<file path="config.mk">
export PLATFORM = sky130hd
export DESIGN_NAME = hmu_top
export DESIGN_NICKNAME = d
export VERILOG_FILES = /design/src/rtl/hmu_pkg.sv /design/src/rtl/hmu_fifo.sv /design/src/rtl/hmu_irq_bank.sv /design/src/rtl/hmu_top.sv
export SDC_FILE = /design/constraint.sdc
export NUM_CORES = 2
export LEC_CHECK = 0
export BUFFER_PORTS_ARGS = -buffer_cell sky130_fd_sc_hd__buf_4
export CAP_MARGIN = 20
export CORE_UTILIZATION = 55
export CTS_BUF_LIST = sky130_fd_sc_hd__clkbuf_4 sky130_fd_sc_hd__clkbuf_8
export DETAILED_ROUTE_END_ITERATION = 6
export GPL_ROUTABILITY_DRIVEN = 0
export HOLD_SLACK_MARGIN = 0.06
export PLACE_DENSITY = 0.79
export SLEW_MARGIN = 20
export SYNTH_ARGS = -nofsm -noshare
export SYNTH_HDL_FRONTEND = slang
export SYNTH_SLANG_ARGS = --single-unit
export TNS_END_PERCENT = 50
</file>
<file path="constraint.sdc">
create_clock -name clk -period 4.95 [get_ports clk]
set_clock_uncertainty 0.2 [all_clocks]
set_input_delay 0.495 -clock clk [delete_from_list [all_inputs] [get_ports clk]]
set_output_delay 0.495 -clock clk [all_outputs]
set_load 0.02 [all_outputs]
</file>
<file path="src/rtl/hmu_pkg.sv">
package hmu_pkg;
  localparam int unsigned DATA_W = 32;
  localparam int unsigned NSTAT  = 3;
  localparam int unsigned NQ     = 4;

  // register window offsets (host visible layout)
  localparam logic [7:0] OFF_IMSG0 = 8'h10;
  localparam logic [7:0] OFF_IMSG1 = 8'h14;
  localparam logic [7:0] OFF_OMSG0 = 8'h18;
  localparam logic [7:0] OFF_OMSG1 = 8'h1C;
  localparam logic [7:0] OFF_BELL  = 8'h20;
  localparam logic [7:0] OFF_ISTAT = 8'h24;
  localparam logic [7:0] OFF_IMASK = 8'h28;
  localparam logic [7:0] OFF_OSTAT = 8'h30;
  localparam logic [7:0] OFF_OMASK = 8'h34;
  localparam logic [7:0] OFF_INQ   = 8'h40;
  localparam logic [7:0] OFF_OUTQ  = 8'h44;

  // status bit positions
  localparam int unsigned IS_MSG  = 0;
  localparam int unsigned IS_BELL = 1;
  localparam int unsigned IS_OVF  = 2;
  localparam int unsigned OS_ECHO = 0;
  localparam int unsigned OS_DONE = 1;
  localparam int unsigned OS_OVF  = 2;

  // queue indices
  localparam int unsigned Q_FREE = 0;
  localparam int unsigned Q_POST = 1;
  localparam int unsigned Q_DONE = 2;
  localparam int unsigned Q_RET  = 3;

  localparam logic [DATA_W-1:0] EMPTY_WORD = '1;

  function automatic logic tag_is_host(input logic [DATA_W-1:0] tag);
    return tag[DATA_W-1];
  endfunction

  // host tags carry address>>5 below the flag; shifting left drops the flag
  function automatic logic [DATA_W-1:0] tag_to_addr(input logic [DATA_W-1:0] tag);
    return tag_is_host(tag) ? (tag << 5) : tag;
  endfunction
endpackage

</file>
<file path="src/rtl/hmu_fifo.sv">
module hmu_fifo #(
  parameter int unsigned W     = 32,
  parameter int unsigned DEPTH = 16
) (
  input  logic         clk,
  input  logic         rst_n,
  input  logic         push,
  input  logic [W-1:0] push_data,
  input  logic         pop,
  output logic [W-1:0] head,
  output logic         empty,
  output logic         full,
  output logic         drop
);
  localparam int unsigned AW = (DEPTH > 1) ? $clog2(DEPTH) : 1;
  localparam int unsigned CW = $clog2(DEPTH + 1);

  logic [W-1:0]  mem [DEPTH];
  logic [AW-1:0] rd_ptr, wr_ptr;
  logic [CW-1:0] count;
  logic          do_push, do_pop;

  function automatic logic [AW-1:0] ptr_next(input logic [AW-1:0] p);
    return (p == AW'(DEPTH - 1)) ? '0 : p + AW'(1);
  endfunction

  assign empty   = (count == '0);
  assign full    = (count == CW'(DEPTH));
  assign do_push = push & ~full;
  assign do_pop  = pop & ~empty;
  assign drop    = push & full;
  assign head    = mem[rd_ptr];

  always_ff @(posedge clk) begin
    if (do_push) mem[wr_ptr] <= push_data;
  end

  always_ff @(posedge clk or negedge rst_n) begin
    if (!rst_n) begin
      rd_ptr <= '0;
      wr_ptr <= '0;
      count  <= '0;
    end else begin
      if (do_push) wr_ptr <= ptr_next(wr_ptr);
      if (do_pop)  rd_ptr <= ptr_next(rd_ptr);
      case ({do_push, do_pop})
        2'b10:   count <= count + CW'(1);
        2'b01:   count <= count - CW'(1);
        default: count <= count;
      endcase
    end
  end

  // occupancy never passes the depth
  a_r6_bounded: assert property (@(posedge clk) disable iff (!rst_n)
    count <= CW'(DEPTH));

  // a pop from an empty queue leaves it empty
  a_r2_empty_pop: assert property (@(posedge clk) disable iff (!rst_n)
    (pop && empty && !push) |=> empty);

  // a push into a full queue with no pop leaves it full and unchanged
  a_r6_full_drop: assert property (@(posedge clk) disable iff (!rst_n)
    (push && full && !pop) |=> (full && $stable(wr_ptr)));
endmodule

</file>
<file path="src/rtl/hmu_irq_bank.sv">
module hmu_irq_bank #(
  parameter int unsigned NB = 3
) (
  input  logic          clk,
  input  logic          rst_n,
  input  logic [NB-1:0] set,
  input  logic          clr_we,
  input  logic          mask_we,
  input  logic [NB-1:0] wdata,
  output logic [NB-1:0] stat,
  output logic [NB-1:0] mask,
  output logic          irq
);
  logic [NB-1:0] clr_bits;

  assign clr_bits = clr_we ? wdata : '0;
  assign irq      = |(stat & ~mask);

  always_ff @(posedge clk or negedge rst_n) begin
    if (!rst_n) begin
      stat <= '0;
      mask <= '0;
    end else begin
      stat <= (stat & ~clr_bits) | set;
      if (mask_we) mask <= wdata;
    end
  end

  // a set event always lands, even against a clear
  a_r9_set_wins: assert property (@(posedge clk) disable iff (!rst_n)
    (|set) |=> ((stat & $past(set)) == $past(set)));

  // write-one clear with no competing set empties the chosen bits
  a_r9_w1c: assert property (@(posedge clk) disable iff (!rst_n)
    (clr_we && set == '0) |=> ((stat & $past(wdata)) == '0));

  // the line only rises after a new event or a mask change
  a_r9_irq_cause: assert property (@(posedge clk) disable iff (!rst_n)
    $rose(irq) |-> ($past(|set) || $past(mask_we)));
endmodule

</file>
<file path="src/rtl/hmu_top.sv">
module hmu_top
  import hmu_pkg::*;
#(
  parameter int unsigned ADDR_W = 8,
  parameter int unsigned QDEPTH = 16
) (
  input  logic              clk,
  input  logic              rst_n,
  input  logic              host_sel,
  input  logic              host_wr,
  input  logic [ADDR_W-1:0] host_addr,
  input  logic [31:0]       host_wdata,
  output logic [31:0]       host_rdata,
  output logic              host_irq,
  input  logic              cpu_free_push,
  input  logic [31:0]       cpu_free_tag,
  input  logic              cpu_post_pop,
  output logic              cpu_post_valid,
  output logic [31:0]       cpu_post_tag,
  output logic              cpu_post_host,
  output logic [31:0]       cpu_post_addr,
  input  logic              cpu_done_push,
  input  logic [31:0]       cpu_done_tag,
  input  logic              cpu_ret_pop,
  output logic              cpu_ret_valid,
  output logic [31:0]       cpu_ret_tag,
  input  logic              cpu_omsg_wr,
  input  logic              cpu_omsg_idx,
  input  logic [31:0]       cpu_omsg_data,
  output logic [31:0]       cpu_imsg0,
  output logic [31:0]       cpu_imsg1,
  output logic [31:0]       cpu_doorbell,
  output logic              cpu_irq
);
  localparam int unsigned PAD = DATA_W - NSTAT;

  // host access decode
  logic rd_any, wr_any;
  logic wr_imsg0, wr_imsg1, wr_bell, wr_istat, wr_imask, wr_ostat, wr_omask;
  logic wr_inq, wr_outq, rd_inq, rd_outq;

  assign rd_any   = host_sel & ~host_wr;
  assign wr_any   = host_sel &  host_wr;
  assign wr_imsg0 = wr_any && (host_addr == ADDR_W'(OFF_IMSG0));
  assign wr_imsg1 = wr_any && (host_addr == ADDR_W'(OFF_IMSG1));
  assign wr_bell  = wr_any && (host_addr == ADDR_W'(OFF_BELL));
  assign wr_istat = wr_any && (host_addr == ADDR_W'(OFF_ISTAT));
  assign wr_imask = wr_any && (host_addr == ADDR_W'(OFF_IMASK));
  assign wr_ostat = wr_any && (host_addr == ADDR_W'(OFF_OSTAT));
  assign wr_omask = wr_any && (host_addr == ADDR_W'(OFF_OMASK));
  assign wr_inq   = wr_any && (host_addr == ADDR_W'(OFF_INQ));
  assign wr_outq  = wr_any && (host_addr == ADDR_W'(OFF_OUTQ));
  assign rd_inq   = rd_any && (host_addr == ADDR_W'(OFF_INQ));
  assign rd_outq  = rd_any && (host_addr == ADDR_W'(OFF_OUTQ));

  // four queues behind the two ports
  logic [NQ-1:0] q_push, q_pop, q_empty, q_full, q_drop;
  logic [31:0]   q_wdata [NQ];
  logic [31:0]   q_head  [NQ];

  assign q_push[Q_FREE]  = cpu_free_push;
  assign q_wdata[Q_FREE] = cpu_free_tag;
  assign q_pop[Q_FREE]   = rd_inq;
  assign q_push[Q_POST]  = wr_inq;
  assign q_wdata[Q_POST] = host_wdata;
  assign q_pop[Q_POST]   = cpu_post_pop;
  assign q_push[Q_DONE]  = cpu_done_push;
  assign q_wdata[Q_DONE] = cpu_done_tag;
  assign q_pop[Q_DONE]   = rd_outq;
  assign q_push[Q_RET]   = wr_outq;
  assign q_wdata[Q_RET]  = host_wdata;
  assign q_pop[Q_RET]    = cpu_ret_pop;

  for (genvar g = 0; g < NQ; g++) begin : g_q
    hmu_fifo #(.W(DATA_W), .DEPTH(QDEPTH)) u_q (
      .clk      (clk),
      .rst_n    (rst_n),
      .push     (q_push[g]),
      .push_data(q_wdata[g]),
      .pop      (q_pop[g]),
      .head     (q_head[g]),
      .empty    (q_empty[g]),
      .full     (q_full[g]),
      .drop     (q_drop[g])
    );
  end

  // message registers
  logic [31:0] imsg0_q, imsg1_q, bell_q, omsg0_q, omsg1_q;
  logic        echo_hit, done_taken, host_drop, cpu_drop;

  always_ff @(posedge clk or negedge rst_n) begin
    if (!rst_n) begin
      imsg0_q <= '0;
      imsg1_q <= '0;
      bell_q  <= '0;
      omsg0_q <= '0;
      omsg1_q <= '0;
    end else begin
      if (wr_imsg0) imsg0_q <= host_wdata;
      if (wr_imsg1) imsg1_q <= host_wdata;
      if (wr_bell)  bell_q  <= host_wdata;
      if (cpu_omsg_wr && !cpu_omsg_idx) omsg0_q <= cpu_omsg_data;
      if (cpu_omsg_wr &&  cpu_omsg_idx) omsg1_q <= cpu_omsg_data;
    end
  end

  // named events feeding the status banks
  assign echo_hit   = cpu_omsg_wr && !cpu_omsg_idx && (cpu_omsg_data == imsg0_q);
  assign done_taken = cpu_done_push && !q_full[Q_DONE];
  assign host_drop  = q_drop[Q_POST] | q_drop[Q_RET];
  assign cpu_drop   = q_drop[Q_FREE] | q_drop[Q_DONE];

  logic [NSTAT-1:0] in_set, out_set, istat, imask, ostat, omask;

  always_comb begin
    in_set          = '0;
    in_set[IS_MSG]  = wr_imsg0;
    in_set[IS_BELL] = wr_bell;
    in_set[IS_OVF]  = host_drop;
    out_set          = '0;
    out_set[OS_ECHO] = echo_hit;
    out_set[OS_DONE] = done_taken;
    out_set[OS_OVF]  = cpu_drop;
  end

  hmu_irq_bank #(.NB(NSTAT)) u_in_bank (
    .clk    (clk),
    .rst_n  (rst_n),
    .set    (in_set),
    .clr_we (wr_istat),
    .mask_we(wr_imask),
    .wdata  (host_wdata[NSTAT-1:0]),
    .stat   (istat),
    .mask   (imask),
    .irq    (cpu_irq)
  );

  hmu_irq_bank #(.NB(NSTAT)) u_out_bank (
    .clk    (clk),
    .rst_n  (rst_n),
    .set    (out_set),
    .clr_we (wr_ostat),
    .mask_we(wr_omask),
    .wdata  (host_wdata[NSTAT-1:0]),
    .stat   (ostat),
    .mask   (omask),
    .irq    (host_irq)
  );

  // read path, registered
  logic [31:0] rd_word;

  always_comb begin
    unique case (host_addr)
      ADDR_W'(OFF_IMSG0): rd_word = imsg0_q;
      ADDR_W'(OFF_IMSG1): rd_word = imsg1_q;
      ADDR_W'(OFF_OMSG0): rd_word = omsg0_q;
      ADDR_W'(OFF_OMSG1): rd_word = omsg1_q;
      ADDR_W'(OFF_BELL):  rd_word = bell_q;
      ADDR_W'(OFF_ISTAT): rd_word = {{PAD{1'b0}}, istat};
      ADDR_W'(OFF_IMASK): rd_word = {{PAD{1'b0}}, imask};
      ADDR_W'(OFF_OSTAT): rd_word = {{PAD{1'b0}}, ostat};
      ADDR_W'(OFF_OMASK): rd_word = {{PAD{1'b0}}, omask};
      ADDR_W'(OFF_INQ):   rd_word = q_empty[Q_FREE] ? EMPTY_WORD : q_head[Q_FREE];
      ADDR_W'(OFF_OUTQ):  rd_word = q_empty[Q_DONE] ? EMPTY_WORD : q_head[Q_DONE];
      default:            rd_word = '0;
    endcase
  end

  always_ff @(posedge clk or negedge rst_n) begin
    if (!rst_n) host_rdata <= '0;
    else if (rd_any) host_rdata <= rd_word;
  end

  // processor side views
  assign cpu_post_valid = !q_empty[Q_POST];
  assign cpu_post_tag   = q_head[Q_POST];
  assign cpu_post_host  = tag_is_host(q_head[Q_POST]);
  assign cpu_post_addr  = tag_to_addr(q_head[Q_POST]);
  assign cpu_ret_valid  = !q_empty[Q_RET];
  assign cpu_ret_tag    = q_head[Q_RET];
  assign cpu_imsg0      = imsg0_q;
  assign cpu_imsg1      = imsg1_q;
  assign cpu_doorbell   = bell_q;

  // an empty inbound port reads back all ones
  a_r2_empty_ones: assert property (@(posedge clk) disable iff (!rst_n)
    (rd_inq && q_empty[Q_FREE]) |=> (host_rdata == 32'hFFFF_FFFF));

  // an empty outbound port reads back all ones
  a_r4_empty_ones: assert property (@(posedge clk) disable iff (!rst_n)
    (rd_outq && q_empty[Q_DONE]) |=> (host_rdata == 32'hFFFF_FFFF));

  // a dropped host post marks the inbound overflow bit
  a_r6_host_ovf: assert property (@(posedge clk) disable iff (!rst_n)
    ((wr_inq && q_full[Q_POST]) || (wr_outq && q_full[Q_RET])) |=> istat[IS_OVF]);

  // a dropped free-tag push marks the outbound overflow bit
  a_r6_cpu_ovf: assert property (@(posedge clk) disable iff (!rst_n)
    (cpu_free_push && q_full[Q_FREE]) |=> ostat[OS_OVF]);

  // the echo bit only rises after a matching message 0 write
  a_r8_echo_rise: assert property (@(posedge clk) disable iff (!rst_n)
    $rose(ostat[OS_ECHO]) |-> $past(cpu_omsg_wr && !cpu_omsg_idx && (cpu_omsg_data == imsg0_q)));

  // host writes cannot alter outbound message 0
  a_r10_omsg_ro: assert property (@(posedge clk) disable iff (!rst_n)
    (wr_any && !(cpu_omsg_wr && !cpu_omsg_idx)) |=> $stable(omsg0_q));
endmodule

</file>
==> impl_metrics.ini <==
[place]
dp_hpwl_microns = 147000
placed_cells = 6962
portBuffers = 374

[setup_path]
cp.buffers_inverters = 2
crit_type = flip-flop to output pin
rr_startpoint = g_q[2].u_q.rd_ptr[0]
path_cells = nor2b_4 > buf_12 > a221oi_1 > a22oi_1 > nand2_1 > mux2_2 > buf_4
crit_path_max_fanout = 48
cp.required_ns = 4.26
cp-start-kind = flip-flop
crit_path_start = g_q[1].u_q.rd_ptr[2]
critical_path.top_delay_family = simple AND/OR/NAND/NOR gates
crit_arrival_ns = 4.02
endpoint_kind = output pin
slowest_delay_ns = 0.68
critical_path.slowest_cell = dfrtp_2

[timing]
setup-violations-final = 0
min_period_ns = 4.71
drv_slew = 0
tightest_slew_ns = 1.19
relSlewSlack_pct = 20.4
fmax_ghz = 0.212
hold_viol_final = 0
tns_ns = 0
rsz0062_at_grt = no
fin_crit_sh_pct = 95.2

[pwr]
p_int_mw = 36.3
pwr-share-comb_pct = 23.1
switching_share_pct = 29.1
switchingPower_mw = 14.9
ir_drop_uv = 603
clockPowerShare_pct = 31.8
p_per_area_nw_per_um2 = 478
power_frac_seq_pct = 45.1
p_leak_nw = 36.3

[clocking]
cts_tree = built
path_clk_slew_ns = 0.07
root_buffer = clkbuf_8
cts_buffers = 373
clock_latency_ns = 1.07
max-clock-path-buffers = 4
cts_sinks = 2304
htreeDepth = 5

[logic_synthesis]
synth-seq-cells = 2304
syn-num-nets = 4721
syn_inst = 4537
synth-edff-count = 2048
synth_ff_type = edfxtp_1
yosys_warnings = 0
avgSynthCellArea_sq_um = 20.1
synth_cell_types = 76
ys_seq_area_share_pct = 74.4
synthArstFlopShare_pct = 11.1
syn_area_sq_um = 91300

[global_route]
overflow = 0
antenna_found_initial = 36
grt_pass1_vias = 50900
grt_max_degree = 114
grt_util_all_layers_pct = 29.1
grt_pass1_wl_microns = 349000

[min_path]
hold_path_startpoint = cpu_done_tag[12]
min_path_type = input port to flip-flop

[drt]
post_drt_wl_per_cell_microns = 31.0
vias_per_cell = 6.39
drc = 4
drt_first_iter_violations = 6596
num_vias = 50300
first_pass_iters = 7
wirelength_microns = 244000
antenna_left = 0

[final_layout]
final_cell_mix = edfxtp_1 (2048), buf_4 (487), mux4_2 (436)
nNetsFinal = 5573
final-instance-count-excl-fill = 7876
areaGrowthSynthToFinish_pct = 17.2
fillCellCount = 10600
multiInputGateArea_sq_um = 22400
layout-drive-gt1-share_pct = 33.1
seq_area_sq_um = 67900
mostFrequentLayoutCell = edfxtp_1

[floorplan]
initial_core_util_pct = 55.4
io_pins = 375
rows = 149
die_h_microns = 409
dieArea_sq_um = 168000
dieWidth_microns = 409
core_sq_um = 165000

[run_status]
outcome = complete, but fails checks
violations = design-rule violations

[job]
drv_cap = 0
-- final timing paths --
path                                          to  slack, ns  cells past startpoint
setup / recovery               cpu_post_addr[30]       0.24                      7
hold / removal             g_q[2].u_q.mem[2][12]       0.13                      2
setup reg to reg                   host_rdata[2]       0.84                      6
hold reg to reg              g_q[1].u_q.count[4]       0.30                      1
max in group asynchronous   g_q[0].u_q.rd_ptr[1]       3.48                      4
min in group asynchronous          cpu_imsg1[29]       0.51                      4
-- repair_timing --
item,CTS,global route
endpoints found under the setup margin,16,4
gates resized for setup,1,1
endpoints found under the hold margin,2498,0
hold buffers,240,0
setup buffers,0,1
-- Yosys cell counts, types with 10 or more instances --
master,n,area [sq um]
o21ai_0,122,611
buf_1,24,90.1
nand2b_1,13,81.3
mux4_2,436,9820
mux4_1,14,368
buf_4,32,240
a211oi_1,56,420
o22a_1,24,210
nor2_1,60,225
ha_1,36,450
and3_1,12,75.1
a22oi_1,43,323
nor3_1,17,85.1
edfxtp_1,2048,61500
clkbuf_1,105,394
a221oi_1,36,315
o21ai_1,13,65.1
nand2_1,159,597
nand4_1,10,62.6
and2_1,21,131
nand3_1,16,80.1
buf_2,96,480
nor4_1,11,68.8
o22ai_1,61,382
inv_1,28,105
mux2_2,247,2780
a21oi_1,63,315
dfrtp_1,256,6410
xnor2_1,31,272
mux2i_1,268,2680
xor2_1,33,289
a222oi_1,23,230
a32oi_1,26,228
-- flip-flops by register name (all words and copies together) (netlist names), 16 cells and up --
name,count
g_q.u_q.mem,2048
omsg1_q,32
omsg0_q,32
g_q.u_q.rd_ptr,16
g_q.u_q.wr_ptr,16
cpu_imsg0,32
g_q.u_q.count,20
cpu_imsg1,32
host_rdata,32
cpu_doorbell,32
-- metal layers --
| layer | track usage (%) | wire length, microns | vias up | share of wire [%] |
|---|---|---|---|---|
| li1 | - | - | 20500 | - |
| met1 | 38.7 | 88400 | 26000 | 36 |
| met2 | 44.7 | 114000 | 3286 | 47 |
| met3 | 9.75 | 31900 | 485 | 13 |
| met4 | 11.3 | 9410 | 22 | 3.9 |
| met5 | 0 | 131 | - | 0.054 |
-- cell type report --
| type | count | area share, % |
|---|---|---|
| Antenna cell | 18 | 0.0421 |
| Clock buffer | 516 | 5.95 |
| Tap cell | 2189 | 2.56 |
| Multi-Input combinational cell | 1933 | 20.9 |
| Inverter | 30 | 0.105 |
| Timing Repair Buffer | 747 | 6.05 |
| Clock inverter | 139 | 0.884 |
| Sequential cell | 2304 | 63.5 |
-- cell families (layout without fill, tap and decap cells) --
logic type / Yosys count / in the layout / synth area share (%)
AOI/OAI and AO/OA: 518 / 518 / 3.86
xor gates and xnor gates: 64 / 64 / 0.614
adders and majority gates: 38 / 38 / 0.537
buffers and inverters: 300 / 1432 / 1.60
DFF: 2304 / 2304 / 74.4
muxes: 965 / 965 / 17.1
other: 0 / 18 / 0
and+or+nand+nor: 348 / 348 / 1.84
-- per-stage QoR --
step | setup slack (ns) | area (sq um) | power, mW | utilization, % | hold WS (ns)
after global placement | 0.987 | 97200 | 34.8 | 59.0 | 0.275
after global routing | 0.0665 | 107000 | 52.8 | 64.9 | 0.0933
after CTS | 0.130 | 107000 | 51.3 | 64.9 | 0.0605
after detailed placement | 0.973 | 97200 | 35.1 | 59.0 | 0.278
after floorplan | 0.389 | 91300 | 30.5 | - | -0.000591
final | 0.237 | 107000 | 51.2 | 64.9 | 0.130
-- power by group through the flow --
stage,combinational (mW),sequential [mW],clock [mW]
final,11.8,23.1,16.2
after global routing,12.4,23.2,17.2
after CTS,11.8,23.1,16.4
after detailed placement,11.6,23.5,0
after global placement,11.4,23.4,0
after floorplan,7.59,22.9,0
(Power assumes the default switching activity.)
